[src/rtl/cfg_loader_pkg.sv]
package cfg_loader_pkg;
  typedef enum logic [2:0] {
    ST_IDLE,
    ST_PROG,
    ST_INIT_WAIT,
    ST_SHIFT,
    ST_DONE_WAIT,
    ST_END
  } seq_state_e;

  typedef enum logic [1:0] {
    FC_NONE          = 2'd0,
    FC_INIT_STUCK_HI = 2'd1,
    FC_INIT_STUCK_LO = 2'd2,
    FC_NO_DONE       = 2'd3
  } fail_code_e;
endpackage

[src/rtl/cfg_tick_gen.sv]
module cfg_tick_gen #(
  parameter int unsigned DIV = 50000
) (
  input  logic clk_i,
  input  logic rst_ni,
  input  logic clr_i,
  output logic tick_o
);
  localparam int unsigned CW = (DIV > 1) ? $clog2(DIV) : 1;
  localparam logic [CW-1:0] LAST = CW'(DIV - 1);

  logic [CW-1:0] cnt_q;

  always_ff @(posedge clk_i or negedge rst_ni) begin
    if (!rst_ni)             cnt_q <= '0;
    else if (clr_i)          cnt_q <= '0;
    else if (cnt_q == LAST)  cnt_q <= '0;
    else                     cnt_q <= cnt_q + 1'b1;
  end

  assign tick_o = (cnt_q == LAST);
endmodule

[src/rtl/cfg_sync.sv]
module cfg_sync #(
  parameter int unsigned W       = 2,
  parameter logic        RST_VAL = 1'b0
) (
  input  logic         clk_i,
  input  logic         rst_ni,
  input  logic [W-1:0] d_i,
  output logic [W-1:0] q_o
);
  logic [W-1:0] meta_q, sync_q;

  for (genvar gi = 0; gi < W; gi++) begin : g_bit
    always_ff @(posedge clk_i or negedge rst_ni) begin
      if (!rst_ni) begin
        meta_q[gi] <= RST_VAL;
        sync_q[gi] <= RST_VAL;
      end else begin
        meta_q[gi] <= d_i[gi];
        sync_q[gi] <= meta_q[gi];
      end
    end
  end

  assign q_o = sync_q;
endmodule

[src/rtl/cfg_bit_shaper.sv]
module cfg_bit_shaper #(
  parameter int unsigned STEP_CYC = 4
) (
  input  logic clk_i,
  input  logic rst_ni,
  input  logic load_i,
  input  logic bit_i,
  output logic active_o,
  output logic fin_o,
  output logic sclk_o,
  output logic sdata_o
);
  localparam int unsigned SW = (STEP_CYC > 1) ? $clog2(STEP_CYC) : 1;
  localparam logic [SW-1:0] CYC_LAST = SW'(STEP_CYC - 1);

  logic          active_q;
  logic [1:0]    step_q;
  logic [SW-1:0] cyc_q;
  logic          bit_q;
  logic          step_end;

  assign step_end = (cyc_q == CYC_LAST);

  always_ff @(posedge clk_i or negedge rst_ni) begin
    if (!rst_ni) begin
      active_q <= 1'b0;
      step_q   <= '0;
      cyc_q    <= '0;
      bit_q    <= 1'b1;
    end else if (!active_q) begin
      if (load_i) begin
        active_q <= 1'b1;
        step_q   <= '0;
        cyc_q    <= '0;
        bit_q    <= bit_i;
      end
    end else if (step_end) begin
      cyc_q <= '0;
      if (step_q == 2'd3) active_q <= 1'b0;
      else                step_q   <= step_q + 1'b1;
    end else begin
      cyc_q <= cyc_q + 1'b1;
    end
  end

  // step 0: clk lo/data hi, 1: clk lo/bit, 2: clk hi/bit, 3: clk hi/data hi
  always_comb begin
    sclk_o  = 1'b1;
    sdata_o = 1'b1;
    if (active_q) begin
      unique case (step_q)
        2'd0: sclk_o = 1'b0;
        2'd1: begin sclk_o = 1'b0; sdata_o = bit_q; end
        2'd2: sdata_o = bit_q;
        default: ;
      endcase
    end
  end

  assign active_o = active_q;
  assign fin_o    = active_q && (step_q == 2'd3) && step_end;
endmodule

[src/rtl/cfg_loader.sv]
module cfg_loader
  import cfg_loader_pkg::*;
#(
  parameter int unsigned TICK_DIV  = 50000,
  parameter int unsigned STEP_CYC  = 4,
  parameter int unsigned MAX_POLLS = 5
) (
  input  logic       clk_i,
  input  logic       rst_ni,
  input  logic       start_i,
  input  logic       bit_valid_i,
  input  logic       bit_data_i,
  input  logic       bit_last_i,
  output logic       bit_ready_o,
  output logic       dev_prog_n_o,
  output logic       dev_cclk_o,
  output logic       dev_din_o,
  input  logic       dev_init_i,
  input  logic       dev_done_i,
  output logic       busy_o,
  output logic       pass_o,
  output logic       fail_o,
  output logic [1:0] fail_code_o
);
  localparam int unsigned PW = $clog2(MAX_POLLS + 1);
  localparam logic [PW-1:0] POLL_LAST = PW'(MAX_POLLS - 1);

  seq_state_e    state_q, state_d;
  logic [PW-1:0] poll_q;
  logic          tick, timeout, tick_clr;
  logic [1:0]    sync_q;
  logic          init_s, done_s;
  logic          sh_active, sh_fin, sh_clk, sh_data;
  logic          accept, last_q;
  logic          launch, set_pass, set_fail;
  fail_code_e    code_d, code_q;
  logic          pass_q, fail_q;

  cfg_sync #(.W(2), .RST_VAL(1'b0)) u_sync (
    .clk_i (clk_i),
    .rst_ni(rst_ni),
    .d_i   ({dev_done_i, dev_init_i}),
    .q_o   (sync_q)
  );
  assign init_s = sync_q[0];
  assign done_s = sync_q[1];

  // prescaler restarts on every phase change so each wait gets full polls
  assign tick_clr = (state_d != state_q);

  cfg_tick_gen #(.DIV(TICK_DIV)) u_tick (
    .clk_i (clk_i),
    .rst_ni(rst_ni),
    .clr_i (tick_clr),
    .tick_o(tick)
  );

  assign bit_ready_o = (state_q == ST_SHIFT) && !sh_active;
  assign accept      = bit_valid_i && bit_ready_o;

  cfg_bit_shaper #(.STEP_CYC(STEP_CYC)) u_shaper (
    .clk_i   (clk_i),
    .rst_ni  (rst_ni),
    .load_i  (accept),
    .bit_i   (bit_data_i),
    .active_o(sh_active),
    .fin_o   (sh_fin),
    .sclk_o  (sh_clk),
    .sdata_o (sh_data)
  );

  assign timeout = tick && (poll_q == POLL_LAST);

  always_comb begin
    state_d  = state_q;
    launch   = 1'b0;
    set_pass = 1'b0;
    set_fail = 1'b0;
    code_d   = FC_NONE;
    unique case (state_q)
      ST_IDLE, ST_END: begin
        if (start_i) begin
          state_d = ST_PROG;
          launch  = 1'b1;
        end
      end
      ST_PROG: begin
        if (!init_s) state_d = ST_INIT_WAIT;
        else if (timeout) begin
          state_d  = ST_END;
          set_fail = 1'b1;
          code_d   = FC_INIT_STUCK_HI;
        end
      end
      ST_INIT_WAIT: begin
        if (init_s) state_d = ST_SHIFT;
        else if (timeout) begin
          state_d  = ST_END;
          set_fail = 1'b1;
          code_d   = FC_INIT_STUCK_LO;
        end
      end
      ST_SHIFT: begin
        if (sh_fin && last_q) state_d = ST_DONE_WAIT;
      end
      ST_DONE_WAIT: begin
        if (done_s) begin
          state_d  = ST_END;
          set_pass = 1'b1;
        end else if (timeout) begin
          state_d  = ST_END;
          set_fail = 1'b1;
          code_d   = FC_NO_DONE;
        end
      end
      default: state_d = ST_IDLE;
    endcase
  end

  always_ff @(posedge clk_i or negedge rst_ni) begin
    if (!rst_ni) begin
      state_q <= ST_IDLE;
      poll_q  <= '0;
      last_q  <= 1'b0;
    end else begin
      state_q <= state_d;
      if (tick_clr)  poll_q <= '0;
      else if (tick) poll_q <= poll_q + 1'b1;
      if (launch)      last_q <= 1'b0;
      else if (accept) last_q <= bit_last_i;
    end
  end

  always_ff @(posedge clk_i or negedge rst_ni) begin
    if (!rst_ni) begin
      pass_q <= 1'b0;
      fail_q <= 1'b0;
      code_q <= FC_NONE;
    end else if (launch) begin
      pass_q <= 1'b0;
      fail_q <= 1'b0;
      code_q <= FC_NONE;
    end else if (set_pass) begin
      pass_q <= 1'b1;
    end else if (set_fail) begin
      fail_q <= 1'b1;
      code_q <= code_d;
    end
  end

  assign dev_prog_n_o = (state_q != ST_PROG);
  assign dev_cclk_o   = sh_clk;
  assign dev_din_o    = sh_data;
  assign busy_o       = (state_q == ST_PROG) || (state_q == ST_INIT_WAIT) ||
                        (state_q == ST_SHIFT) || (state_q == ST_DONE_WAIT);
  assign pass_o       = pass_q;
  assign fail_o       = fail_q;
  assign fail_code_o  = code_q;
endmodule

[config.mk]
export PLATFORM = sky130hd
export DESIGN_NAME = cfg_loader
export DESIGN_NICKNAME = d
export VERILOG_FILES = /design/src/rtl/cfg_loader_pkg.sv /design/src/rtl/cfg_tick_gen.sv /design/src/rtl/cfg_sync.sv /design/src/rtl/cfg_bit_shaper.sv /design/src/rtl/cfg_loader.sv
export SDC_FILE = /design/constraint.sdc
export NUM_CORES = 1
export LEC_CHECK = 0
export BUFFER_PORTS_ARGS = -buffer_cell sky130_fd_sc_hd__buf_2
export CAP_MARGIN = 15
export CORE_ASPECT_RATIO = 1.1
export CORE_MARGIN = 4
export CORE_UTILIZATION = 25
export DETAILED_ROUTE_END_ITERATION = 8
export HOLD_SLACK_MARGIN = 0.05
export MAX_ROUTING_LAYER = met4
export PLACE_DENSITY = 0.39
export SLEW_MARGIN = 40
export SYNTH_ARGS = -nofsm -noshare
export SYNTH_HDL_FRONTEND = slang
export SYNTH_SLANG_ARGS = --single-unit
[constraint.sdc]
create_clock -name clk_i -period 3.6 [get_ports clk_i]
set_input_delay 0.72 -clock clk_i [delete_from_list [all_inputs] [get_ports clk_i]]
set_output_delay 0.72 -clock clk_i [all_outputs]
set_load 0.005 [all_outputs]
==> Yosys cells after proc, flatten, opt, wreduce, memory -nomap -nowiden <==
Cells that the tools add are included.
{ "op_classes": {"reduce_logical": 23, "add_sub_neg": 4, "n_eq_ne": 16, "muxes": 51, "order_cmp": 0, "n_mul": 0, "shifts": 0, "bitwise_logic": 1, "div_mod_pow": 0} }
{ "ops": {"columns": ["op", "count"], "rows": [
  ["$mux 16", 2],
  ["$mux 2", 13],
  ["$mux 1", 25],
  ["$mux 3", 8],
  ["$add 16x1->16 const B", 1],
  ["$eq 16x16->1 const B", 1],
  ["$pmux 3 s5", 1],
  ["$reduce_bool 2->1", 5],
  ["$eq 3x3->1 const B", 3],
  ["$eq 2x2->1 const B", 3],
  ["$eq 3x2->1 const B", 2],
  ["$logic_and 1x1->1", 6],
  ["$ne 2x2->1 const B", 3],
  ["$pmux 2 s3", 1],
  ["$reduce_or 2->1", 3],
  ["$add 2x1->2 const B", 2],
  ["$reduce_and 2->1", 2],
  ["$add 3x1->3 const B", 1],
  ["$eq 3x1->1 const B", 1],
  ["$logic_not 3->1", 1],
  ["$logic_or 1x1->1", 3],
  ["$ne 3x1->1 const B", 1],
  ["$ne 3x3->1", 1],
  ["$pmux 1 s3", 1],
  ["other kinds (5)", 5]
]} }
{ "totals": {"input_bits": 8, "memories": 0, "elab_cells": 110, "output_inout_bits": 9, "latch_bits": 0, "rom_bits": 0, "ff_bits": 37, "ramBits": 0} }

==> Longest topological paths before layout <==
Gate-level depths: netlist of run 1.
{ "depth": {"depth_word": 8, "depth_mapped": 6, "ltp_nobuf": 5} }

==> Modules after synthesis <==
A second synthesis of run 1 with hierarchy kept.
{ "hier_totals": {"cells_unflattened": 215, "area_unflattened_um2": 2113.3} }
{ "by_module_without_submodules": {"columns": ["mod", "seq_area_each_um2", "instances", "area_each_um2", "cells_each"], "rows": [
  ["cfg_loader", 275.3, 1, 864.6, 99],
  ["cfg_tick_gen", 400.4, 1, 822.0, 84],
  ["cfg_bit_shaper", 151.4, 1, 326.6, 28],
  ["cfg_sync", 100.1, 1, 100.1, 4]
]} }

==> Worst setup path after synthesis of run 1 <==
No wires, ideal clock.
{ "synth_path": {"path_kind": "flip-flop to flip-flop", "startpoint": "register u_tick.cnt_q[11]", "endpoint": "register code_q[1], in the netlist fail_code_o[1]", "stages_incl_launch_ff": 6, "t_arrival_ns": 2.126, "path_buffers": 1, "t_required_ns": 3.523, "setup_slack_ns": 1.396, "setup_ns": 0.077, "path_cell_list": "dfrtp_1 or4_1 or4_1 buf_2 or4_1 a21oi_1"} }
{ "synth_between": {"elab_chain_len": 8, "elab_cells_between_ends": 17, "classes_between": "1 x eq/ne; 13 x mux; 3 x reduce/logical"} }
{ "synth_lines": {"columns": ["item", "line", "text"], "rows": [
  ["from (decl)", "cfg_tick_gen.sv:12", "logic [CW-1:0] cnt_q;"],
  ["from (signal assigned)", "cfg_tick_gen.sv:18", "else cnt_q <= cnt_q + 1'b1;"],
  ["$eq 16x16->1 *", "cfg_tick_gen.sv:21", "assign tick_o = (cnt_q == LAST);"],
  ["$logic_and 1x1->1 *", "cfg_loader.sv:72", "assign timeout = tick && (poll_q == POLL_LAST);"],
  ["$mux 2, on equally long branches", "cfg_loader.sv:110, cfg_loader.sv:97", null],
  ["$mux 2, on equally long branches", "cfg_loader.sv:107, cfg_loader.sv:96", null],
  ["$pmux 2 s3", "cfg_loader.sv:80", "unique case (state_q)"],
  ["$mux 2", "cfg_loader.sv:145", "end else if (set_fail) begin"],
  ["$mux 2", "cfg_loader.sv:143", "end else if (set_pass) begin"],
  ["$mux 2", "cfg_loader.sv:139", "end else if (launch) begin"],
  ["to (signal assigned)", "cfg_loader.sv:147", "code_q <= code_d;"],
  ["to (decl)", "cfg_loader.sv:36", "fail_code_e code_d, code_q;"]
]} }
Every way passes the cells marked *; elsewhere a longest branch is shown, timed or not. The select of a mux whose other input is x is not followed.
A chain may end at the register's enable or synchronous reset.

==> Worst setup path after layout of run 1 <==
{ "layout_path": {"startpoint": "register state_q[1]", "endpoint": "output port bit_ready_o"} }
{ "layout_between": {"elab_chain_len": 2} }
{ "layout_lines": {"columns": ["item", "line", "text"], "rows": [
  ["from (decl)", "cfg_loader.sv:28", "seq_state_e state_q, state_d;"],
  ["from (signal assigned)", "cfg_loader.sv:126", "state_q <= state_d;"],
  ["$eq 3x2->1", "cfg_loader.sv:58", "assign bit_ready_o = (state_q == ST_SHIFT) && !sh_active;"],
  ["$logic_and 1x1->1", "cfg_loader.sv:58", null],
  ["to (decl)", "cfg_loader.sv:14", "output logic bit_ready_o,"]
]} }
Every way passes these cells.

==> impl_metrics.py, run 1 <==
metrics = {
    "floorplanning": {
        "fp.dieH_um": 102,
        "die_area_mm2": 0.00949,
        "ios": 17,
        "coreArea_mm2": 0.00764,
        "die_x_um": 93.3,
        "initial_core_util_pct": 26.2,
        "rows": 33,
    },
    "yosys": {
        "synth_most_common_cell": "dfrtp_1",
        "ys.flop_type": "dfrtp_1",
        "synth_edf_count": 0,
        "syn_nets": 231,
        "ys_warn_count": 0,
        "synthCells": 216,
        "ys_top_cells_by_count": "dfrtp_1 (36), nor2_1 (25), nand2_1 (22), xnor2_1 (15), inv_1 (13)",
        "netlist_area_mm2": 0.00200,
        "synth_area_leaders": "dfrtp_1 (45%), xnor2_1 (6.6%), nor2_1 (4.7%), ha_1 (4.4%), nand2_1 (4.1%)",
        "async_reset_ff_share_pct": 100,
        "synthDistinctLibCells": 44,
        "ys_ff_latch": 37,
        "synth.top_cell.area_share_pct": 45.1,
        "yosysTopAreaCell": "dfrtp_1",
        "syn_area_per_cell_um2": 9.26,
        "ys_seq_area_share_pct": 46.4,
    },
    "clocking": {
        "cts_resized": 0,
        "cts_root_buffer": "clkbuf_8",
        "cts_buffers": 5,
        "cts_tree": "built",
        "insertion_delay_ns": 0.29,
        "cts.sinks": 37,
        "holdBufCountCts": 0,
        "clk_pin_slew_ns": 0.08,
        "post_cts.repair.setup_buffers": 0,
        "htreeDepth": 2,
        "ctsLongestPathBuffers": 2,
    },
    "sta": {
        "maxSlewViolCount": 0,
        "tns_ns": 0,
        "min_period_ns": 2.44,
        "hold_viol": 0,
        "tightest_slew_ns": 0.679,
        "timing.final.crit_share_pct": 67.9,
        "rsz0062_at_grt": "no",
        "max_slew_margin_pct": 54.3,
        "whs_ns": 0.356,
        "max_freq_ghz": 0.409,
        "setup_violations": 0,
        "fin_skew_ns": 0.00398,
    },
    "drt": {
        "totalWireLength_um": 4540,
        "drc": 0,
        "post_drt_wl_per_cell_um": 13.6,
        "via_per_inst": 4.60,
        "vias": 1536,
        "drt-pass1-iter-count": 6,
        "ant_nets": 0,
        "dr.first_iter.drc_count": 66,
    },
    "global_route": {
        "track_usage_pct": 11.0,
        "gr-total-overflow": 0,
        "grt_max_degree": 38,
        "antenna_found_initial": 0,
        "grt_pass1_vias": 1577,
        "grt_pass1_wl_um": 7880,
    },
    "finish": {
        "nets": 243,
        "drive_gt1_share_pct": 11.8,
        "syn_to_final_growth_pct": 12.7,
        "num_antenna_cells": 0,
    },
    "setup_path": {
        "slowest_delay_ns": 0.72,
        "reg2reg_depth": 5,
        "rrSetupSlack_ns": 1.22,
        "criticalPathCategory": "register to output pin",
        "start_kind": "register",
        "cp_max_fo": 20,
        "r2r-start": "u_tick.cnt_q[0]",
        "crit_required_ns": 2.88,
        "endpoint_kind": "output pin",
        "cp_top_family": "flip-flops",
        "regToRegEndpoint": "fail_code_o[1]",
        "arrival_ns": 1.72,
        "slowest_stage": "dfrtp_1",
        "path_buf_inv": 1,
        "crit_chain": "nor4bb_1 > buf_2",
    },
    "placement": {
        "place_congestion": 0.792,
        "dp_hpwl_um": 3140,
        "portBuffers": 16,
    },
    "pwr": {
        "internal-power_mw": 0.785,
        "p_leak_nw": 0.955,
        "power_density_mw_per_mm2": 534,
        "power_frac_seq_pct": 49.4,
        "switchingPower_mw": 0.418,
        "p_clk_share_pct": 24.0,
        "p_sw_share_pct": 34.7,
        "combPwrFrac_pct": 26.6,
        "max-vdd-ir-drop_mv": 0.292,
    },
    "run": {
        "maxCapViolations": 0,
    },
    "worst_hold_path": {
        "hold_path.class": "register to register",
        "min_from": "u_sync.meta_q[0]",
        "hold_path_depth": 0,
        "hold_end": "u_sync.q_o[0]",
    },
    "run_status": {
        "outcome": "completed",
    },
}
## worst max path at each step
stage / startpoint / endpoint / slack [ns] / depth (start not counted)
after floorplan: u_tick.cnt_q[11] / fail_code_o[1] / 1.40 / 5
after global routing: state_q[1] / bit_ready_o / 1.02 / 2
after detailed placement: u_tick.cnt_q[0] / fail_code_o[1] / 1.23 / 5
after global placement: u_tick.cnt_q[0] / fail_code_o[1] / 1.27 / 5
final: state_q[1] / bit_ready_o / 1.16 / 2
after CTS: state_q[1] / bit_ready_o / 1.14 / 2
## registers in the layout, indices dropped and copies added (netlist names)
register	cells
fail_code_o	2
fail_o	1
last_q	1
pass_o	1
poll_q	3
state_q	3
u_shaper.active_o	1
u_shaper.bit_q	1
u_shaper.cyc_q	2
u_shaper.step_q	2
u_sync.meta_q	2
u_sync.q_o	2
u_tick.cnt_q	16
## power by group through the flow
stage | logic, mW | registers [mW] | clock network [mW]
global placement | 0.327 | 0.606 | 0
global route | 0.375 | 0.613 | 0.327
finish | 0.320 | 0.595 | 0.289
floorplan | 0.269 | 0.555 | 0
detailed placement | 0.329 | 0.604 | 0
CTS | 0.330 | 0.595 | 0.306
## kinds of logic after synthesis
| group | count (synthesis) | synth area share, % |
|---|---|---|
| AOI/OAI and AO/OA | 38 | 12.8 |
| DFF | 37 | 46.4 |
| and+or+nand+nor | 90 | 22.8 |
| xor gates and xnor gates | 16 | 7.01 |
| adders and majority gates | 7 | 4.38 |
| muxes | 4 | 2.07 |
| buffers and inverters | 24 | 4.57 |
## metal layers
layer | track usage (%) | part of all wire, %
met2 | 17.1 | 46
met1 | 13.6 | 48
met3 | 2.53 | 3.6
met4 | 4.96 | 2.2
met5 | - | 0
## layout by cell type (no fill, tap or decap), types with 4 or more instances in the layout
cell       n
inv_1     13
clkbuf_8   5
nand3_1    9
buf_2     15
ha_1       7
o21ai_0    9
a21oi_1    8
nand2_1   22
nor3_1     5
nor2_1    25
dfrtp_1   36
xnor2_1   15
nor4_1     4
## through the flow
step                      area, um^2  setup slack (ns)  std cells  util, %  power, mW
final                           2250              1.16        334     29.5       1.20
after global routing            2250              1.02        334     29.5       1.31
after CTS                       2250              1.14        334     29.5       1.23
after detailed placement        2170              1.23        326     28.4      0.933
after global placement          2170              1.27        326     28.4      0.933
after floorplan                 2000              1.40        216        -      0.824
## area by class of cell
| cell class | instances | area, um^2 |
|---|---|---|
| clock inverters | 2 | 10.0 |
| inverters | 13 | 48.8 |
| well taps | 105 | 131 |
| fillers | 812 | 5390 |
| flip-flops and latches | 37 | 927 |
| clock buffers | 6 | 72.6 |
| multi-input cells | 155 | 981 |
| repair buffers | 16 | 82.6 |
Power figures use the tool's default switching activity.
==> run 2, diff against run 1 <==
--- a/config.mk
+++ b/config.mk
@@ -5,6 +5,7 @@
 export SDC_FILE = /design/constraint.sdc
 export NUM_CORES = 1
 export LEC_CHECK = 0
+export ABC_AREA = 1
 export BUFFER_PORTS_ARGS = -buffer_cell sky130_fd_sc_hd__buf_2
 export CAP_MARGIN = 15
 export CORE_ASPECT_RATIO = 1.1
@@ -13,7 +14,7 @@
 export DETAILED_ROUTE_END_ITERATION = 8
 export HOLD_SLACK_MARGIN = 0.05
 export MAX_ROUTING_LAYER = met4
-export PLACE_DENSITY = 0.39
+export PLACE_DENSITY = 0.4
 export SLEW_MARGIN = 40
 export SYNTH_ARGS = -nofsm -noshare
 export SYNTH_HDL_FRONTEND = slang
==> constraint.sdc (replaced) <==
create_clock -name clk_i -period 2 [get_ports clk_i]
set_input_delay 0.4 -clock clk_i [delete_from_list [all_inputs] [get_ports clk_i]]
set_output_delay 0.4 -clock clk_i [all_outputs]
set_load 0.005 [all_outputs]
==> impl_metrics.py, run 2 <==
metrics = {
    "yosys": {
        "syn_area_per_cell_um2": 8.77,
        "ys_seq_area_share_pct": 43.3,
        "synth_edf_count": 0,
        "synthDistinctLibCells": 38,
        "synth_area_leaders": "dfrtp_1 (42%), nand2_1 (7.2%), nor2_4 (6.3%), nand3_1 (5.1%), inv_1 (4.6%)",
        "ys_ff_latch": 37,
        "async_reset_ff_share_pct": 100,
        "ys_top_cells_by_count": "nand2_1 (41), dfrtp_1 (36), inv_1 (26), nor2_1 (25), nand3_1 (22)",
        "ys_warn_count": 0,
        "synthCells": 244,
        "netlist_area_mm2": 0.00214,
        "synth_most_common_cell": "nand2_1",
        "syn_nets": 259,
        "ys.flop_type": "dfrtp_1",
        "synth.top_cell.area_share_pct": 42.1,
        "yosysTopAreaCell": "dfrtp_1",
    },
    "setup_path": {
        "endpoint_kind": "register",
        "r2r-start": "u_tick.cnt_q[0]",
        "criticalPathCategory": "register to register",
        "start_kind": "register",
        "regToRegEndpoint": "poll_q[1]",
        "reg2reg_depth": 10,
        "arrival_ns": 2.03,
        "cp_max_fo": 9,
        "rrSetupSlack_ns": 0.19,
        "crit_required_ns": 2.22,
    },
    "clocking": {
        "htreeDepth": 2,
        "clk_pin_slew_ns": 0.09,
        "cts_tree": "built",
        "cts_root_buffer": "clkbuf_8",
        "cts.sinks": 37,
        "insertion_delay_ns": 0.30,
        "cts_buffers": 5,
        "ctsLongestPathBuffers": 2,
    },
    "pwr": {
        "max-vdd-ir-drop_mv": 0.499,
        "internal-power_mw": 1.71,
        "p_sw_share_pct": 38.0,
        "power_frac_seq_pct": 35.8,
        "power_density_mw_per_mm2": 1100,
        "switchingPower_mw": 1.05,
        "combPwrFrac_pct": 40.0,
        "p_clk_share_pct": 24.2,
        "p_leak_nw": 1.17,
    },
    "finish": {
        "nets": 285,
        "layout_common_cells": "nand2_1 (41), dfrtp_1 (36), inv_1 (26), nor2_1 (24), nand3_1 (21)",
        "final_area_mm2": 0.00252,
        "fillers": 915,
        "largest_reg_flops": 16,
        "drive_gt1_share_pct": 24.7,
        "syn_to_final_growth_pct": 17.9,
        "reg_top3": "u_tick.cnt_q: 16 flops, poll_q: 3 flops, state_q: 3 flops",
        "utilization_pct": 30.2,
        "register_area_um2": 927,
        "largest_register": "u_tick.cnt_q",
        "num_antenna_cells": 0,
        "multi_input_area_mm2": 0.00107,
        "final_common_cell": "nand2_1",
    },
    "run_status": {
        "outcome": "completed",
    },
    "floorplanning": {
        "ios": 17,
        "rows": 35,
        "die_x_um": 96.2,
        "coreArea_mm2": 0.00836,
        "die_area_mm2": 0.0101,
        "initial_core_util_pct": 25.6,
        "fp.dieH_um": 105,
    },
    "sta": {
        "whs_ns": 0.0486,
        "min_period_ns": 1.81,
        "max_freq_ghz": 0.552,
        "max_slew_margin_pct": 67.1,
        "setup_violations": 0,
        "fin_skew_ns": 0.0144,
        "hold_viol": 0,
        "timing.final.crit_share_pct": 90.6,
        "rsz0062_at_grt": "no",
        "tns_ns": 0,
        "tightest_slew_ns": 0.493,
        "maxSlewViolCount": 0,
    },
    "drt": {
        "vias": 1621,
        "drc": 0,
        "drt-pass1-iter-count": 4,
        "dr.first_iter.drc_count": 58,
        "ant_nets": 0,
        "via_per_inst": 4.24,
        "totalWireLength_um": 4590,
        "post_drt_wl_per_cell_um": 12.0,
    },
    "worst_hold_path": {
        "hold_path.class": "input pin to asynchronous set/reset pin",
    },
    "global_route": {
        "antenna_found_initial": 0,
        "track_usage_pct": 10.2,
        "grt_pass1_vias": 1637,
        "gr-total-overflow": 0,
        "grt_max_degree": 22,
        "grt_pass1_wl_um": 7810,
    },
    "placement": {
        "placed_area_mm2": 0.00239,
        "portBuffers": 16,
        "dp_hpwl_um": 3500,
        "place_congestion": 0.780,
    },
    "run": {
        "maxCapViolations": 0,
    },
}
-- run 2: worst max-delay path, stage by stage, from the launching register on --
cell	delay, ns
dfrtp_1	0.38
ha_1	0.21
nand3_2	0.13
nor2_4	0.22
nand4_2	0.22
nand3_2	0.12
nand2_1	0.06
nand2_2	0.08
nand2_4	0.07
buf_12	0.15
nor2_1	0.09
-- run 2: layout make-up --
| cell class | count | share of cell area (%) |
|---|---|---|
| multi-input combinational | 172 | 42.3 |
| sequential | 37 | 36.8 |
| timing repair buffer | 23 | 6.25 |
| tap | 111 | 5.51 |
| inverter | 31 | 4.66 |
| clock buffer | 5 | 2.73 |
| clock inverter | 3 | 1.84 |
-- run 2: power by group through the flow --
| stage | sequential [mW] | combinational, mW | clock, mW |
|---|---|---|---|
| 2_1_floorplan | 0.962 | 0.816 | 0 |
| 3_3_place_gp | 1.01 | 1.13 | 0 |
| 3_5_place_dp | 1.01 | 1.14 | 0 |
| 4_1_cts | 0.991 | 1.14 | 0.698 |
| 5_1_grt | 1.01 | 1.25 | 0.730 |
| 6_report | 0.992 | 1.11 | 0.669 |
-- run 2: cell families (layout without fill, tap and decap cells) --
logic type                 after synthesis  after routing  share of synthesized area (%)
and+or+nand+nor                        133            133                           34.7
DFF                                     37             37                           43.3
buffers and inverters                   35             62                           7.54
AOI/OAI and AO/OA                       22             22                           5.96
xor gates and xnor gates                 8              8                           3.27
adders and majority gates                7              7                           4.09
muxes                                    2              2                           1.05
-- run 2: worst max-delay path by stage --
stage,from,endpoint
2_1_floorplan,u_tick.cnt_q[0],u_tick.cnt_q[13]
3_3_place_gp,u_tick.cnt_q[0],u_tick.cnt_q[10]
3_5_place_dp,u_tick.cnt_q[0],u_tick.cnt_q[10]
4_1_cts,u_tick.cnt_q[0],u_tick.cnt_q[10]
5_1_grt,u_tick.cnt_q[0],u_tick.cnt_q[10]
6_report,u_tick.cnt_q[0],poll_q[1]
-- run 2: repair_timing --
action                                  CTS  global route
gates resized for setup                   0             3
buffers inserted                          0             0
hold buffers                              0             0
endpoints found under the setup margin    0             7
-- run 2: stage by stage --
stage	power, mW	instances	setup WS [ns]
6_report	2.77	382	0.189
5_1_grt	2.99	382	0.0268
4_1_cts	2.83	382	0.0665
3_5_place_dp	2.14	374	0.0894
3_3_place_gp	2.13	374	0.0947
2_1_floorplan	1.78	244	0.338
-- run 2: routing by layer --
| metal | track usage, % | share of wire, % | vias to the layer above |
|---|---|---|---|
| met5 | - | 0 | - |
| li1 | - | - | 855 |
| met2 | 16.2 | 48 | 23 |
| met3 | 2.74 | 4.3 | 5 |
| met4 | 2.74 | 1.2 | 0 |
| met1 | 12.7 | 47 | 738 |
==> run 3, diff against run 2 <==
--- a/config.mk
+++ b/config.mk
@@ -10,11 +10,11 @@
 export CAP_MARGIN = 15
 export CORE_ASPECT_RATIO = 1.1
 export CORE_MARGIN = 4
-export CORE_UTILIZATION = 25
+export CORE_UTILIZATION = 53
 export DETAILED_ROUTE_END_ITERATION = 8
 export HOLD_SLACK_MARGIN = 0.05
 export MAX_ROUTING_LAYER = met4
-export PLACE_DENSITY = 0.4
+export PLACE_DENSITY = 0.74
 export SLEW_MARGIN = 40
 export SYNTH_ARGS = -nofsm -noshare
 export SYNTH_HDL_FRONTEND = slang
==> impl_metrics.py, run 3 (synthesized netlist as in run 2, its figures left out) <==
metrics = {
    "finish": {
        "utilization_pct": 63.2,
        "syn_to_final_growth_pct": 11.3,
        "drive_gt1_share_pct": 23.0,
        "final_area_mm2": 0.00238,
        "fillers": 329,
        "largest_register": "u_tick.cnt_q",
        "largest_reg_flops": 16,
        "final_common_cell": "nand2_1",
        "nets": 279,
        "reg_top3": "u_tick.cnt_q: 16 flops, poll_q: 3 flops, state_q: 3 flops",
        "layout_common_cells": "nand2_1 (41), dfrtp_1 (36), inv_1 (25), nor2_1 (24), nand3_1 (21)",
        "instances_no_fill": 315,
        "num_antenna_cells": 0,
        "register_area_um2": 927,
        "multi_input_area_mm2": 0.00107,
    },
    "global_route": {
        "grt_max_degree": 38,
        "grt_pass1_vias": 1586,
        "gr-total-overflow": 0,
        "antenna_found_initial": 0,
        "track_usage_pct": 19.2,
        "grt_pass1_wl_um": 7080,
    },
    "run": {
        "maxCapViolations": 0,
    },
    "clocking": {
        "post_cts.repair.setup_buffers": 0,
        "clk_pin_slew_ns": 0.08,
        "cts_root_buffer": "clkbuf_8",
        "insertion_delay_ns": 0.29,
        "cts.sinks": 37,
        "ctsLongestPathBuffers": 2,
        "htreeDepth": 2,
        "holdBufCountCts": 0,
        "cts_resized": 0,
        "cts_tree": "built",
        "cts_buffers": 5,
    },
    "sta": {
        "timing.final.crit_share_pct": 90.6,
        "rsz0062_at_grt": "no",
        "layout_setup_ws_ns": 0.187,
        "max_slew_margin_pct": 69.1,
        "tns_ns": 0,
        "hold_viol": 0,
        "whs_ns": 0.149,
        "tightest_slew_ns": 0.463,
        "setup_violations": 0,
        "max_freq_ghz": 0.552,
        "fin_skew_ns": 0.00772,
        "min_period_ns": 1.81,
        "maxSlewViolCount": 0,
    },
    "floorplanning": {
        "coreArea_mm2": 0.00377,
        "initial_core_util_pct": 56.8,
        "fp.dieH_um": 74.6,
        "die_x_um": 68.6,
        "ios": 17,
        "die_area_mm2": 0.00512,
        "rows": 23,
    },
    "setup_path": {
        "critPathLaunch": "u_tick.cnt_q[0]",
        "cp_max_fo": 19,
        "path_buf_inv": 0,
        "crit_required_ns": 2.21,
        "r2r-start": "u_tick.cnt_q[0]",
        "reg2reg_depth": 9,
        "crit_chain": "ha_1 > nand3_2 > nor2_4 > nand4_2 > nand3_2 > nand2_1 > nand2_2 > nand2_8 > nor2_1",
        "slowest_stage": "dfrtp_1",
        "slowest_delay_ns": 0.38,
        "endpoint_kind": "register",
        "criticalPathCategory": "register to register",
        "cp_top_family": "simple AND/OR/NAND/NOR gates",
        "arrival_ns": 2.03,
        "start_kind": "register",
        "crit_top_cell": "nand3_2",
        "path_depth": 9,
    },
    "pwr": {
        "power_density_mw_per_mm2": 1080,
        "power_mw": 2.58,
        "p_leak_nw": 1.13,
        "max-vdd-ir-drop_mv": 0.720,
    },
    "placement": {
        "dp_hpwl_um": 2870,
        "dp_worst_setup_slack_ns": 0.0756,
        "portBuffers": 16,
        "dp_cells": 307,
        "place_congestion": 0.915,
        "placed_area_mm2": 0.00225,
    },
    "run_status": {
        "outcome": "completed",
    },
    "worst_hold_path": {
        "hold_path.class": "input pin to asynchronous set/reset pin",
    },
    "drt": {
        "dr.first_iter.drc_count": 158,
        "vias": 1653,
        "ant_nets": 0,
        "totalWireLength_um": 3990,
        "drt-pass1-iter-count": 4,
        "via_per_inst": 5.25,
        "post_drt_wl_per_cell_um": 12.7,
        "drc": 0,
    },
}
## run 3: changes by cell type in the layout (fill, tap and decap cells not counted), sizes merged
cell and change:
clkbuf +1, buf -6, clkinv -1
## run 3: cell type report
type / instances / share of cell area, %
multi-input combinational: 172 / 44.8
sequential: 37 / 38.9
inverter: 31 / 4.94
timing repair buffer: 17 / 3.68
clock buffer: 6 / 3.47
tap: 50 / 2.63
clock inverter: 2 / 1.58
## run 3: worst paths after layout
| path | slack (ns) | endpoint |
|---|---|---|
| max in group asynchronous | 1.50 | u_shaper.bit_q |
| setup / recovery | 0.19 | u_tick.cnt_q[0] |
| setup reg to reg | 0.19 | u_tick.cnt_q[0] |
| hold / removal | 0.15 | pass_o |
| hold reg to reg | 0.35 | u_sync.q_o[0] |
| min in group clk_i | 0.22 | u_sync.meta_q[1] |
## run 3: power breakdown
group	total [mW]	internal, mW	switching, mW
clock network	0.677	0.405	0.272
logic	0.904	0.300	0.605
registers	1.00	0.884	0.117
## run 3: routing by layer
metal	up-vias	part of all wire, %	global-route usage, %
met4	0	1.8	7.73
met3	6	4.7	4.18
met5	-	0	-
li1	837	-	-
met1	767	46	24.8
met2	43	48	29.2
